**config.mk**
```make
export PLATFORM = sky130hd
export DESIGN_NAME = np_tag_tracker
export DESIGN_NICKNAME = d
export VERILOG_FILES = /design/src/rtl/npt_pkg.sv /design/src/rtl/npt_dpath.sv /design/src/rtl/npt_ctrl.sv /design/src/rtl/np_tag_tracker.sv
export SDC_FILE = /design/constraint.sdc
export NUM_CORES = 1
export LEC_CHECK = 0
export CAP_MARGIN = 10
export CORE_MARGIN = 1
export CORE_UTILIZATION = 39
export CTS_CLUSTER_DIAMETER = 50
export DETAILED_ROUTE_END_ITERATION = 8
export DONT_BUFFER_PORTS = 1
export PLACE_DENSITY_LB_ADDON = 0.25
export SYNTH_ARGS = -nofsm -noshare
export SYNTH_HDL_FRONTEND = slang
export SYNTH_SLANG_ARGS = --single-unit
```
**constraint.sdc**
```tcl
create_clock -name clk -period 2.8 [get_ports clk]
set_clock_uncertainty 0.05 [all_clocks]
set_input_delay 0.56 -clock clk [delete_from_list [all_inputs] [get_ports clk]]
set_output_delay 0.56 -clock clk [all_outputs]
set_load 0.03 [all_outputs]
```
**src/rtl/npt_pkg.sv**
```systemverilog
package npt_pkg;

  localparam int TYPE_W = 2;
  localparam int KIND_W = 2;
  localparam int ST_W   = 4;

  localparam int ST_MASTER_ABORT = 0;
  localparam int ST_TARGET_ABORT = 1;
  localparam int ST_CHAIN_DOWN   = 2;
  localparam int ST_PROTO_ERR    = 3;

  typedef enum logic [TYPE_W-1:0] {
    REQ_READ   = 2'd0,
    REQ_WRITE  = 2'd1,
    REQ_ATOMIC = 2'd2,
    REQ_FLUSH  = 2'd3
  } reqType_e;

  typedef enum logic [KIND_W-1:0] {
    CMPL_NORMAL       = 2'd0,
    CMPL_MASTER_ABORT = 2'd1,
    CMPL_TARGET_ABORT = 2'd2
  } cmplKind_e;

  // Strobes from control to datapath
  typedef struct packed {
    logic alloc;       // take lowest free tag
    logic freeResp;    // release the tag named by the response
    logic freeData;    // release the tag owning the data phase
    logic cmplLoad;    // register a completion report
    logic dataCapture; // remember owner tag and error for data phase
    logic setMa;
    logic setTa;
    logic setChain;
    logic setProto;
  } ctrlStrobe_t;

endpackage

```
**src/rtl/npt_dpath.sv**
```systemverilog
module npt_dpath
  import npt_pkg::*;
#(
  parameter int TAG_W = 5
) (
  input  logic                clk,
  input  logic                rstN,
  input  ctrlStrobe_t         strb,
  input  logic [TYPE_W-1:0]   issueType,
  input  logic [TAG_W-1:0]    respTag,
  input  logic                respErr,
  input  logic                respNxa,
  input  logic [ST_W-1:0]     statusClr,
  output logic                anyFree,
  output logic                anyPending,
  output logic [TAG_W-1:0]    freeTag,
  output logic                respHit,
  output logic [TYPE_W-1:0]   respType,
  output logic                cmplValid,
  output logic [TAG_W-1:0]    cmplTag,
  output logic [TYPE_W-1:0]   cmplType,
  output logic [KIND_W-1:0]   cmplKind,
  output logic [TAG_W-1:0]    dataTag,
  output logic                dataErr,
  output logic [ST_W-1:0]     status
);

  localparam int NTAGS = 1 << TAG_W;

  logic [NTAGS-1:0]  validQ, validD;
  logic [TYPE_W-1:0] typeQ [NTAGS];
  logic [ST_W-1:0]   setVec;

  // Lowest-free priority pick
  always_comb begin
    freeTag = '0;
    for (int i = NTAGS - 1; i >= 0; i--) begin
      if (!validQ[i]) freeTag = TAG_W'(i);
    end
  end

  assign anyFree    = ~&validQ;
  assign anyPending = |validQ;
  assign respHit    = validQ[respTag];
  assign respType   = typeQ[respTag];

  // Per-entry occupancy update
  for (genvar g = 0; g < NTAGS; g++) begin : g_entry
    always_comb begin
      validD[g] = validQ[g];
      if (strb.alloc && freeTag == TAG_W'(g))     validD[g] = 1'b1;
      if (strb.freeResp && respTag == TAG_W'(g))  validD[g] = 1'b0;
      if (strb.freeData && dataTag == TAG_W'(g))  validD[g] = 1'b0;
    end
  end

  always_ff @(posedge clk) begin
    if (!rstN) begin
      validQ <= '0;
      for (int i = 0; i < NTAGS; i++) typeQ[i] <= '0;
    end else begin
      validQ <= validD;
      if (strb.alloc) typeQ[freeTag] <= issueType;
    end
  end

  function automatic logic [KIND_W-1:0] classify(input logic err, input logic nxa);
    if (!err)     return CMPL_NORMAL;
    else if (nxa) return CMPL_MASTER_ABORT;
    else          return CMPL_TARGET_ABORT;
  endfunction

  always_ff @(posedge clk) begin
    if (!rstN) begin
      cmplValid <= 1'b0;
      cmplTag   <= '0;
      cmplType  <= '0;
      cmplKind  <= '0;
      dataTag   <= '0;
      dataErr   <= 1'b0;
    end else begin
      cmplValid <= strb.cmplLoad;
      if (strb.cmplLoad) begin
        cmplTag  <= respTag;
        cmplType <= typeQ[respTag];
        cmplKind <= classify(respErr, respNxa);
      end
      if (strb.dataCapture) begin
        dataTag <= respTag;
        dataErr <= respErr;
      end
    end
  end

  always_comb begin
    setVec = '0;
    setVec[ST_MASTER_ABORT] = strb.setMa;
    setVec[ST_TARGET_ABORT] = strb.setTa;
    setVec[ST_CHAIN_DOWN]   = strb.setChain;
    setVec[ST_PROTO_ERR]    = strb.setProto;
  end

  // Sticky, write-one-to-clear, set wins
  always_ff @(posedge clk) begin
    if (!rstN) status <= '0;
    else       status <= (status & ~statusClr) | setVec;
  end

  assert_no_alloc_when_full_R4: assert property (@(posedge clk) disable iff (!rstN)
    !anyFree |-> !strb.alloc);

  assert_cmpl_from_pending_R5: assert property (@(posedge clk) disable iff (!rstN)
    cmplValid |-> $past(respHit));

  assert_data_owner_pending_R9: assert property (@(posedge clk) disable iff (!rstN)
    strb.freeData |-> validQ[dataTag]);

  assert_chain_down_sets_R10: assert property (@(posedge clk) disable iff (!rstN)
    strb.setChain |=> status[ST_CHAIN_DOWN]);

  assert_abort_exclusive_R6: assert property (@(posedge clk) disable iff (!rstN)
    !(strb.setMa && strb.setTa));

endmodule

```
**src/rtl/npt_ctrl.sv**
```systemverilog
module npt_ctrl
  import npt_pkg::*;
(
  input  logic              clk,
  input  logic              rstN,
  input  logic              linkUp,
  input  logic              issueValid,
  input  logic              issuePosted,
  input  logic              respValid,
  input  logic              respErr,
  input  logic              respNxa,
  input  logic              respHit,
  input  logic [TYPE_W-1:0] respType,
  input  logic              dataValid,
  input  logic              dataLast,
  input  logic              anyFree,
  input  logic              anyPending,
  output logic              issueReady,
  output logic              respReady,
  output logic              dataPhase,
  output ctrlStrobe_t       strb
);

  typedef enum logic {ST_IDLE, ST_DATA} state_e;

  state_e stateQ, stateD;
  logic   respTake, hasData;

  assign issueReady = linkUp && (issuePosted || anyFree);
  assign respReady  = (stateQ == ST_IDLE);
  assign dataPhase  = (stateQ == ST_DATA);
  assign respTake   = respValid && respReady;
  assign hasData    = (respType == REQ_READ) || (respType == REQ_ATOMIC);

  always_comb begin
    strb             = '0;
    strb.alloc       = issueValid && issueReady && !issuePosted;
    strb.cmplLoad    = respTake && respHit;
    strb.freeResp    = respTake && respHit && !hasData;
    strb.dataCapture = respTake && respHit && hasData;
    strb.setMa       = respTake && respHit && respErr && respNxa;
    strb.setTa       = respTake && respHit && respErr && !respNxa;
    strb.setProto    = (respTake && !respHit) || (dataValid && !dataPhase);
    strb.setChain    = !linkUp && anyPending;
    strb.freeData    = dataPhase && dataValid && dataLast;
  end

  always_comb begin
    stateD = stateQ;
    case (stateQ)
      ST_IDLE: if (strb.dataCapture) stateD = ST_DATA;
      ST_DATA: if (dataValid && dataLast) stateD = ST_IDLE;
      default: stateD = ST_IDLE;
    endcase
  end

  always_ff @(posedge clk) begin
    if (!rstN) stateQ <= ST_IDLE;
    else       stateQ <= stateD;
  end

  assert_hold_until_last_R9: assert property (@(posedge clk) disable iff (!rstN)
    (dataPhase && !(dataValid && dataLast)) |=> !respReady);

endmodule

```
**src/rtl/np_tag_tracker.sv**
```systemverilog
module np_tag_tracker
  import npt_pkg::*;
#(
  parameter int TAG_W = 5
) (
  input  logic              clk,
  input  logic              rstN,
  input  logic              linkUp,
  input  logic              issueValid,
  input  logic              issuePosted,
  input  logic [1:0]        issueType,
  output logic              issueReady,
  output logic [TAG_W-1:0]  issueTag,
  input  logic              respValid,
  output logic              respReady,
  input  logic [TAG_W-1:0]  respTag,
  input  logic              respErr,
  input  logic              respNxa,
  output logic              cmplValid,
  output logic [TAG_W-1:0]  cmplTag,
  output logic [1:0]        cmplType,
  output logic [1:0]        cmplKind,
  input  logic              dataValid,
  input  logic              dataLast,
  output logic [TAG_W-1:0]  dataTag,
  output logic              dataDiscard,
  input  logic [3:0]        statusClr,
  output logic [3:0]        status
);

  ctrlStrobe_t       strb;
  logic              anyFree, anyPending, respHit, dataPhase, dataErr;
  logic [TYPE_W-1:0] respType;

  npt_ctrl u_ctrl (
    .clk        (clk),
    .rstN       (rstN),
    .linkUp     (linkUp),
    .issueValid (issueValid),
    .issuePosted(issuePosted),
    .respValid  (respValid),
    .respErr    (respErr),
    .respNxa    (respNxa),
    .respHit    (respHit),
    .respType   (respType),
    .dataValid  (dataValid),
    .dataLast   (dataLast),
    .anyFree    (anyFree),
    .anyPending (anyPending),
    .issueReady (issueReady),
    .respReady  (respReady),
    .dataPhase  (dataPhase),
    .strb       (strb)
  );

  npt_dpath #(.TAG_W(TAG_W)) u_dpath (
    .clk       (clk),
    .rstN      (rstN),
    .strb      (strb),
    .issueType (issueType),
    .respTag   (respTag),
    .respErr   (respErr),
    .respNxa   (respNxa),
    .statusClr (statusClr),
    .anyFree   (anyFree),
    .anyPending(anyPending),
    .freeTag   (issueTag),
    .respHit   (respHit),
    .respType  (respType),
    .cmplValid (cmplValid),
    .cmplTag   (cmplTag),
    .cmplType  (cmplType),
    .cmplKind  (cmplKind),
    .dataTag   (dataTag),
    .dataErr   (dataErr),
    .status    (status)
  );

  assign dataDiscard = dataPhase && dataValid && dataErr;

  assert_blocked_resp_no_cmpl_R9: assert property (@(posedge clk) disable iff (!rstN)
    (respValid && !respReady) |=> !cmplValid);

endmodule

```
Word-level counts from Yosys, hierarchy flattened
Memory sizes are Yosys's and may differ from the RTL's.
Index checks and enable logic that the tools add are counted.
Widths: inputs -> output; s select.
{"block": "op_classes", "n_bitwise": 5, "muxes": 46, "eq_ne": 94, "n_lt_le_gt_ge": 1, "n_reduce_logical": 162}
{"cell": "$eq 5x5->1 const B", "n": 48}
{"cell": "$mux 5", "n": 33}
{"cell": "$eq 5x4->1 const B", "n": 24}
{"cell": "$logic_and 1x1->1", "n": 113}
{"cell": "$reduce_or 3->1", "n": 32}
{"cell": "$eq 5x3->1 const B", "n": 12}
{"cell": "$reduce_and 32->1", "n": 1}
{"cell": "$reduce_or 32->1", "n": 1}
{"cell": "$eq 5x2->1 const B", "n": 6}
{"cell": "$eq 5x1->1 const B", "n": 3}
{"cell": "$logic_not 5->1", "n": 3}
{"cell": "$mux 1", "n": 8}
{"cell": "$logic_not 1->1", "n": 7}
{"cell": "$lt 5x6->1 const B", "n": 1}
{"cell": "$mux 2", "n": 3}
{"cell": "$bmux 1 s5", "n": 1}
{"cell": "$and 4x4->4", "n": 1}
{"cell": "$not 4->4", "n": 1}
{"cell": "$or 4x4->4", "n": 1}
{"cell": "$logic_or 1x1->1", "n": 3}
{"cell": "$eq 2x2->1 const B", "n": 1}
{"cell": "$logic_not 2->1", "n": 1}
{"cell": "$not 1->1", "n": 2}
{"cell": "$pmux 1 s2", "n": 1}
{"cell": "$reduce_or 2->1", "n": 1}
{"block": "totals", "n_memories": 1, "input_bits": 21, "regBits": 53, "output_inout_bits": 27, "ramBits": 64}
{"memory": "u_dpath.typeQ", "depth": 32, "word_bits": 2, "read_ports": 1, "rd_ports_with_merged_regs": 0, "wr": 32, "line_no": "npt_dpath.sv:31", "text": "logic [TYPE_W-1:0] typeQ [NTAGS];"}

Logic depth before layout (Yosys ltp)
Gate-level depths: netlist (run 1).
{"block": "depth", "word_depth": 34, "mapped_depth": 10, "mapped_depth_nobuf": 8}

By module
From an unflattened synthesis (run 1), not the netlist that was laid out.
{"block": "hier_totals", "cells_unflattened": 645, "hier_area_um2": 6490.0}
{"mod": "npt_dpath", "n_inst": 1, "seq_area_each_um2": 2962.8, "area_per_inst_um2": 6354.8, "cells_each": 629}
{"mod": "npt_ctrl", "n_inst": 1, "seq_area_each_um2": 20.0, "area_per_inst_um2": 128.9, "cells_each": 15}
{"mod": "np_tag_tracker", "n_inst": 1, "seq_area_each_um2": 0.0, "area_per_inst_um2": 6.3, "cells_each": 1}

Worst setup path after synthesis (run 1)
OpenSTA, ideal clock, no wires.
{"block": "synth_path", "path_type": "reg2reg", "start": "register u_dpath.validQ[30]", "end": "memory u_dpath.typeQ[1][0] (enable)", "arrival_ps": 2379, "path_slack_ps": 72, "required_time_ps": 2451, "path_buffers": 0, "stages_incl_launch_ff": 8, "setup_ps": 299, "path_cell_list": "dfxtp_1 -> nor2b_1 -> o221ai_1 -> a211oi_1 -> o221a_2 -> nand2_1 -> a21boi_0 -> a41o_1"}
{"element": "from (decl)", "line_no": "npt_dpath.sv:30", "text": "logic [NTAGS-1:0] validQ, validD;"}
{"element": "from (signal assigned)", "line_no": "npt_dpath.sv:62", "text": "validQ <= validD;"}
{"element": "to (decl)", "line_no": "npt_dpath.sv:31"}

Worst setup path after layout (run 1)
{"block": "layout_path", "start": "register u_dpath.validQ[30]", "end": "output issueTag[0]"}
{"block": "layout_between", "elab_chain_len": 31}
{"element": "$mux 5 (31 in series)", "line_no": "npt_dpath.sv:38", "text": "if (!validQ[i]) freeTag = TAG_W'(i);"}
{"element": "to (decl)", "line_no": "np_tag_tracker.sv:13", "text": "output logic [TAG_W-1:0] issueTag,"}
Every way passes these cells.

==> summary.md, run 1 <==
| Metric | Value |
|---|---|
| Status | completed |
| Total power | 4.41 mW |
| DRC errors left | 0 |
| Crit path max-delay family | compound AO/OA/AOI/OAI gates |
| Vias in the first global route | 5,345 |
| Slowest cell delay on critical path | 370 ps |
| Drt via density | 6.29 |
| Die Y | 131 um |
| Worst Path Required | 2190 ps |
| Max cap viols | 0 |
| Post-synth EDFFs | 64 |
| Die Wd | 131 um |
| Clock tree buffer depth | 2 |
| Hold Buf Count CTS | 0 |
| Drt pass-1 iters | 6 |
| Routed length per placed instance | 23.3 um |
| Tmin final | 2730 ps |
| Worst Tran Pin Value | 663 ps |
| Lkg Pwr | 2.52 nW |
| FF-to-FF End | u_dpath.typeQ[13][0] |
| Endpoints failing setup | 0 |
| Register area share after synthesis | 0.460 |
| Initial drt markers | 613 |
| Post-Syn Nets | 663 |
| P_sw | 0.974 mW |
| Post-DP HPWL | 15.0 mm |
| PwrDens | 585 nW/um^2 |
| Switching share of power | 0.221 |
| Final setup TNS | 0 ps |
| Worst setup path start | u_dpath.validQ[30] |
| Layout fillers | 1,483 |
| Via count | 5,621 |
| Comb power frac | 0.061 |
| Die area | 17,200 um^2 |
| IO Port Bufs | 0 |
| Layout Cells excl Fill | 894 |
| Final GP Congestion | 0.908 |
| WS Path Type | register to output port |
| Clk Latency, worst-skew pair | 420 ps |
| Cell Int Power | 3.44 mW |
| H-tree lvl count | 4 |
| Most used DFF post-synth | edfxtp_1 |
| Flop2flop setup slack | 160 ps |
| VDD IR max | 0.000423 V |
| Inst Count DP | 856 |
| Share of cells above drive strength 1 | 0.181 |
| Startpoint Class | register |
| CP arrival | 2120 ps |
| Worst Setup EP | issueTag[0] |
| Antenna Cells | 0 |
| Crit Path Max Fanout | 7 |
| Antenna violations before repair | 0 |
| CTS tree | built |
| Fin crit share | 0.975 |
| Slowest cell on crit path | dfxtp_2 |
| Mapped Area | 6490 um^2 |
| Flop pwr share | 0.433 |
| Worst-path clk slew | 50 ps |
| Clock group share of total power | 0.506 |
| #FFs+latches synth | 117 |
| CORE AREA | 16,100 um^2 |
| Grt ovf | 0 |
| Crit path buffers/inverters | 2 |
| Average size of a mapped cell | 10.1 um^2 |
| First-pass GRT wire length | 31.6 mm |
| Root buffer cell | clkbuf_16 |
| Top Ports | 48 |
| Worst min path class | input pin to register |
| Final Net Count | 686 |
| Total GRT Usage | 0.256 |
| Starting Density | 0.404 |
| Post-Route WL | 20.9 mm |
| Fin. Hold Viols | 0 |
| Synth async-reset ratio | 0 |
| Relative slew slack | 0.554 |
| Clock sink count | 117 |
| Count of cell types in the netlist | 62 |
| Num rows | 46 |
| CP cell instances | nor2b_1 -> o221ai_2 -> a211oi_2 -> buf_4 -> o221a_4 -> nand2_1 -> a21boi_2 -> buf_6 |
| R2R Path Start | u_dpath.validQ[30] |
| CTS buffer count | 17 |
| Hold Slack | 193 ps |
| Post-route ant nets | 0 |
| Synth Instances | 642 |
| Total number of yosys warnings | 0 |
| Critical path depth | 8 |
| Crit end category | output port |
| Pin count of the biggest net entering global routing | 82 |
| R2r worst-path depth | 9 |
| Area grow syn2layout | 16.4% |
| Pins Over Slew Limit | 0 |
| Maximum clock frequency | 366 MHz |
-- state kept, by name, summed over array words and instances, names as in the netlist --
name,count
u_dpath.typeQ,64
u_dpath.dataTag,5
u_dpath.dataErr,1
u_dpath.cmplTag,5
u_dpath.cmplType,2
u_dpath.cmplKind,2
u_dpath.validQ,32
u_ctrl.dataPhase,1
u_dpath.cmplValid,1
u_dpath.status,4
-- synth_stat cells (all sizes together) (12+ instances only) --
library cell,count,area [um^2]
edfxtp,64,1920
and3,12,75.1
clkbuf,24,90.1
o21ai,70,350
a21oi,34,170
buf,17,131
a211oi,31,253
nand3,21,105
nand2,60,225
dfxtp,53,1060
mux4,28,672
nor2,60,233
nor3,34,186
-- stage by stage --
| stage | instance area [um^2] | util | worst slack (ps) |
|---|---|---|---|
| after floorplan | 6490 | - | 71.9 |
| after global placement | 6870 | 0.428 | 83.3 |
| after detailed placement | 6870 | 0.428 | 30.7 |
| after CTS | 7510 | 0.468 | 4.99 |
| after global routing | 7550 | 0.470 | -4.50 |
| final | 7550 | 0.470 | 70.3 |
-- placed cells by master (no fill, tap or decap), drive strengths merged, types with 4 or more instances in the layout --
master | netlist | routed
a211oi | 31 | 31
a21oi | 34 | 34
a221oi | 4 | 4
a31oi | 11 | 11
and2 | 5 | 5
and3 | 12 | 12
and3b | 4 | 4
buf | 17 | 45
bufinv | 0 | 4
clkbuf | 24 | 20
clkinv | 0 | 6
dfxtp | 53 | 53
edfxtp | 64 | 64
inv | 11 | 11
mux2i | 10 | 10
mux4 | 28 | 28
nand2 | 60 | 60
nand2b | 11 | 11
nand3 | 21 | 21
nand4 | 11 | 11
nor2 | 60 | 60
nor2b | 4 | 4
nor3 | 34 | 34
nor4 | 10 | 10
o21ai | 70 | 70
or2 | 4 | 4
or3 | 11 | 11
-- layout make-up --
type / instances / area [um^2] / area share
Multi-Input combinational cell: 473 / 3270 / 0.434
Inverter: 11 / 41.3 / 0.00547
Tap cell: 216 / 270 / 0.0358
Timing Repair Buffer: 45 / 379 / 0.0502
Clock inverter: 12 / 160 / 0.0212
Sequential cell: 117 / 2990 / 0.396
Clock buffer: 20 / 437 / 0.0578
-- power groups by stage --
stage / Combinational [mW] / Sequential, mW / Clock (mW)
floorplan: 0.235 / 1.93 / 0
global placement: 0.262 / 1.94 / 0
detailed placement: 0.266 / 1.95 / 0
CTS: 0.269 / 1.91 / 2.25
global route: 0.289 / 1.92 / 2.31
finish: 0.270 / 1.91 / 2.23
-- what timing repair did --
| action | 4_1_cts | 5_1_grt |
|---|---|---|
| setup buffers | 2 | 4 |
| resized for setup | 8 | 10 |
| hold endpoints to repair | 0 | 0 |
| pin swaps | 2 | 3 |
| setup endpoints to repair | 2 | 19 |
-- worst min-delay path by stage --
stage | startpoint | endpoint | slack [ps] | depth (start not counted)
6_report | statusClr[3] | u_dpath.status[3] | 190 | 1
5_1_grt | statusClr[3] | u_dpath.status[3] | 190 | 1
4_1_cts | statusClr[3] | u_dpath.status[3] | 180 | 1
3_5_place_dp | u_dpath.dataErr | u_dpath.dataErr | 400 | 2
3_3_place_gp | u_dpath.dataErr | u_dpath.dataErr | 390 | 2
2_1_floorplan | u_dpath.dataErr | u_dpath.dataErr | 380 | 2
-- worst reg2reg max path, cell delays in order, from the launching register on --
cell and delay [ps]:
dfxtp_2 370, nor2b_1 180, o221ai_2 130, a211oi_2 220
buf_4 170, buf_4 100, a211oi_1 40, o21ai_0 410
nand2_1 290, o21ai_0 340
-- cells by family (layout without fill, tap and decap cells) --
family / Yosys count / in the layout / synth area share
compound gates: 173 / 173 / 0.171
buf+inv: 52 / 88 / 0.0405
flops: 117 / 117 / 0.460
mux: 41 / 41 / 0.124
simple gates: 259 / 259 / 0.205
-- layer usage --
| layer | wire (um) | GRT usage | vias to the layer above |
|---|---|---|---|
| met5 | 0 | 0 | - |
| met4 | 396 | 0.0920 | 0 |
| met3 | 1770 | 0.0517 | 36 |
| met2 | 9980 | 0.408 | 298 |
| met1 | 8720 | 0.346 | 2762 |
| li1 | - | - | 2525 |
No activity file was read; power rests on OpenSTA's default activity.
==> run 2: changes to the inputs <==
==> constraint.sdc (replaced) <==
create_clock -name clk -period 2.38 [get_ports clk]
set_clock_uncertainty 0.05 [all_clocks]
set_input_delay 0.476 -clock clk [delete_from_list [all_inputs] [get_ports clk]]
set_output_delay 0.476 -clock clk [all_outputs]
set_load 0.03 [all_outputs]
==> run 2 against run 1 <==
  * Flip-flop and latch count unchanged
  * Routed wire length rose by 8.6%
  * Worst setup slack got worse by 200 ps
  * Worst hold slack worse by 100 ps
  * Critical path depth is the same
  * The run now ends with setup timing left
  * Via count increased by 6.9%
  * Sequential share of layout area is 4.9 points lower
  * Cell count up 9.5%
  * Global-route usage increased by 1.5 points
==> summary.md, run 2 (synthesis gave the netlist of run 1 again) <==
| Metric | Value |
|---|---|
| Largest Register | u_dpath.typeQ |
| Initial drt markers | 672 (+9.6%) |
| Status | finished with violations |
| Hold Crit Depth | 1 (unchanged) |
| Hold Path Sink | u_dpath.status[3] |
| Die Y | 131 um (unchanged) |
| Final Net Count | 771 (+12%) |
| Worst Path Required | 1850 ps (-340 ps) |
| Area grow syn2layout | 35.0% |
| Total power | 5.22 mW (+18%) |
| Post-DP HPWL | 15.8 mm (+4.9%) |
| Clk Latency, worst-skew pair | 430 ps (about the same) |
| Worst min path class | input pin to register |
| Pins Over Slew Limit | 0 (unchanged) |
| R2r worst-path depth | 10 (+1) |
| Fin. Hold Viols | 0 (unchanged) |
| CTS buffer count | 17 (unchanged) |
| Via count | 6,009 (+6.9%) |
| Layout fillers | 1,397 (-5.8%) |
| Max cap viols | 0 (unchanged) |
| Final WS setup | -132 ps (-202 ps) |
| Starting Density | 0.404 (unchanged) |
| Maximum clock frequency | 398 MHz |
| Crit Path Max Fanout | 3 (-4) |
| Post-Route WL | 22.7 mm (+8.6%) |
| R2R Path Start | u_dpath.validQ[0] |
| Endpoints failing setup | 3 (+3) |
| Routed length per placed instance | 23.1 um (-0.86%) |
| PwrDens | 596 nW/um^2 (+1.9%) |
| Share of cells above drive strength 1 | 0.385 (+0.204) |
| Top flop regs | u_dpath.typeQ (64), u_dpath.validQ (32) |
| Clock sink count | 117 (unchanged) |
| Die Wd | 131 um (unchanged) |
| First-pass GRT wire length | 33.4 mm (+5.6%) |
| DRC errors left | 0 (unchanged) |
| CTS tree | built |
| Inst Count DP | 924 (+7.9%) |
| Tmin final | 2510 ps |
| IO Port Bufs | 0 (unchanged) |
| Violated checks | setup timing |
| Slowest cell delay on critical path | 330 ps (-40 ps) |
| Drt pass-1 iters | 5 (-1) |
| Slowest cell on crit path | dfxtp_2 |
| Root buffer cell | clkbuf_16 |
| Clock tree buffer depth | 2 (unchanged) |
| FF-to-FF End | u_ctrl.dataPhase |
| Hold Buf Count CTS | 0 (unchanged) |
| Total GRT Usage | 0.272 (+0.0154) |
| VDD IR max | 0.000517 V (+22%) |
| Post-route ant nets | 0 (unchanged) |
| Top Ports | 48 (unchanged) |
| Lkg Pwr | 3.06 nW (+21%) |
| Relative slew slack | 0.519 (-0.0352) |
| Vias in the first global route | 5,787 (+8.3%) |
| RSZ-0062 raised after global routing | true |
| Final GP Congestion | 0.892 (-1.7%) |
| Pin count of the biggest net entering global routing | 82 (unchanged) |
| Most common cell after layout, fill and taps aside | buf_4 |
| Grt ovf | 0 (unchanged) |
| Layout Cells excl Fill | 979 (+9.5%) |
| Crit end category | output port |
| Hold path start | statusClr[3] |
| CP cell instances | nor2b_4 -> o221ai_2 -> a211oi_2 -> buf_4 -> o221a_4 -> nand2_4 -> a21boi_4 -> buf_12 |
| Startpoint Class | register |
| Max reg flops | 64 (unchanged) |
| CP arrival | 1990 ps (-130 ps) |
| Fin crit share | 1.06 |
| Num rows | 46 (unchanged) |
| Worst-path clk slew | 50 ps (about the same) |
| WS Path Type | register to output port |
| CORE AREA | 16,100 um^2 (unchanged) |
| Flop2flop setup slack | 10 ps (-150 ps) |
| H-tree lvl count | 4 (unchanged) |
| Most frequent cells in the layout | buf_4 (104), edfxtp_1 (64), nor2_1 (54) |
| Drt via density | 6.14 (-2.4%) |
| Antenna violations before repair | 0 (unchanged) |
| Hold Slack | 88.1 ps (-105 ps) |
| Worst Tran Pin Value | 719 ps (+55.8 ps) |
| Antenna Cells | 0 (unchanged) |
| Die area | 17,200 um^2 (unchanged) |
## run 2: metrics by stage
step / worst slack, ps / instance area (um^2) / setup TNS [ps] / utilization
2_1_floorplan: 43.7 / 6490 / 0 / -
5_1_grt: -204 / 8760 / -741 / 0.546
6_report: -132 / 8760 / -308 / 0.546
4_1_cts: -140 / 8260 / -313 / 0.514
3_5_place_dp: -180 / 7430 / -3690 / 0.462
3_3_place_gp: -148 / 7430 / -2490 / 0.462
## run 2: critical path, delay by kind of cell (launching register included)
family / cells / cell delay [ps]
AOI/OAI and AO/OA: 4 / 700
DFF: 1 / 330
buffers and inverters: 2 / 300
and+or+nand+nor: 2 / 210
## run 2: routing by layer
metal / up-vias / routed length [um] / GRT usage
met5: - / 0 / 0
met4: 0 / 587 / 0.106
met3: 47 / 1840 / 0.0656
met2: 298 / 10800 / 0.447
met1: 2970 / 9380 / 0.345
li1: 2694 / - / -
## run 2: what timing repair did
action	in CTS	in global routing
pin swaps	20	27
gates cloned	0	5
gates resized for setup	77	95
setup endpoints to repair	38	92
buffers inserted	7	11
## run 2: final cells by class
| cell class | instances | area [um^2] | share of cell area |
|---|---|---|---|
| Multi-Input combinational cell | 474 | 3670 | 0.419 |
| Sequential cell | 117 | 3040 | 0.347 |
| Timing Repair Buffer | 129 | 1160 | 0.133 |
| Clock buffer | 21 | 440 | 0.0503 |
| Tap cell | 216 | 270 | 0.0308 |
| Clock inverter | 11 | 134 | 0.0153 |
| Inverter | 11 | 43.8 | 0.00500 |
## run 2: report_power, final
group | switching (mW) | internal [mW] | total [mW] | leakage (nW)
logic | 0.229 | 0.201 | 0.431 | 1.69
registers | 0.0575 | 2.18 | 2.23 | 1.09
clock network | 0.929 | 1.63 | 2.56 | 0.278
total | 1.22 | 4.00 | 5.22 | 3.06
## run 2: how the worst max path moves through the flow
stage	slack (ps)	start	cells past startpoint	to
floorplan	40	u_dpath.validQ[0]	8	u_dpath.typeQ[23][0]
global placement	-150	respTag[0]	6	u_dpath.validQ[3]
detailed placement	-180	respTag[0]	7	u_dpath.validQ[23]
CTS	-140	u_dpath.validQ[30]	8	issueTag[0]
global route	-200	u_dpath.validQ[30]	8	issueTag[0]
finish	-130	u_dpath.validQ[30]	8	issueTag[0]
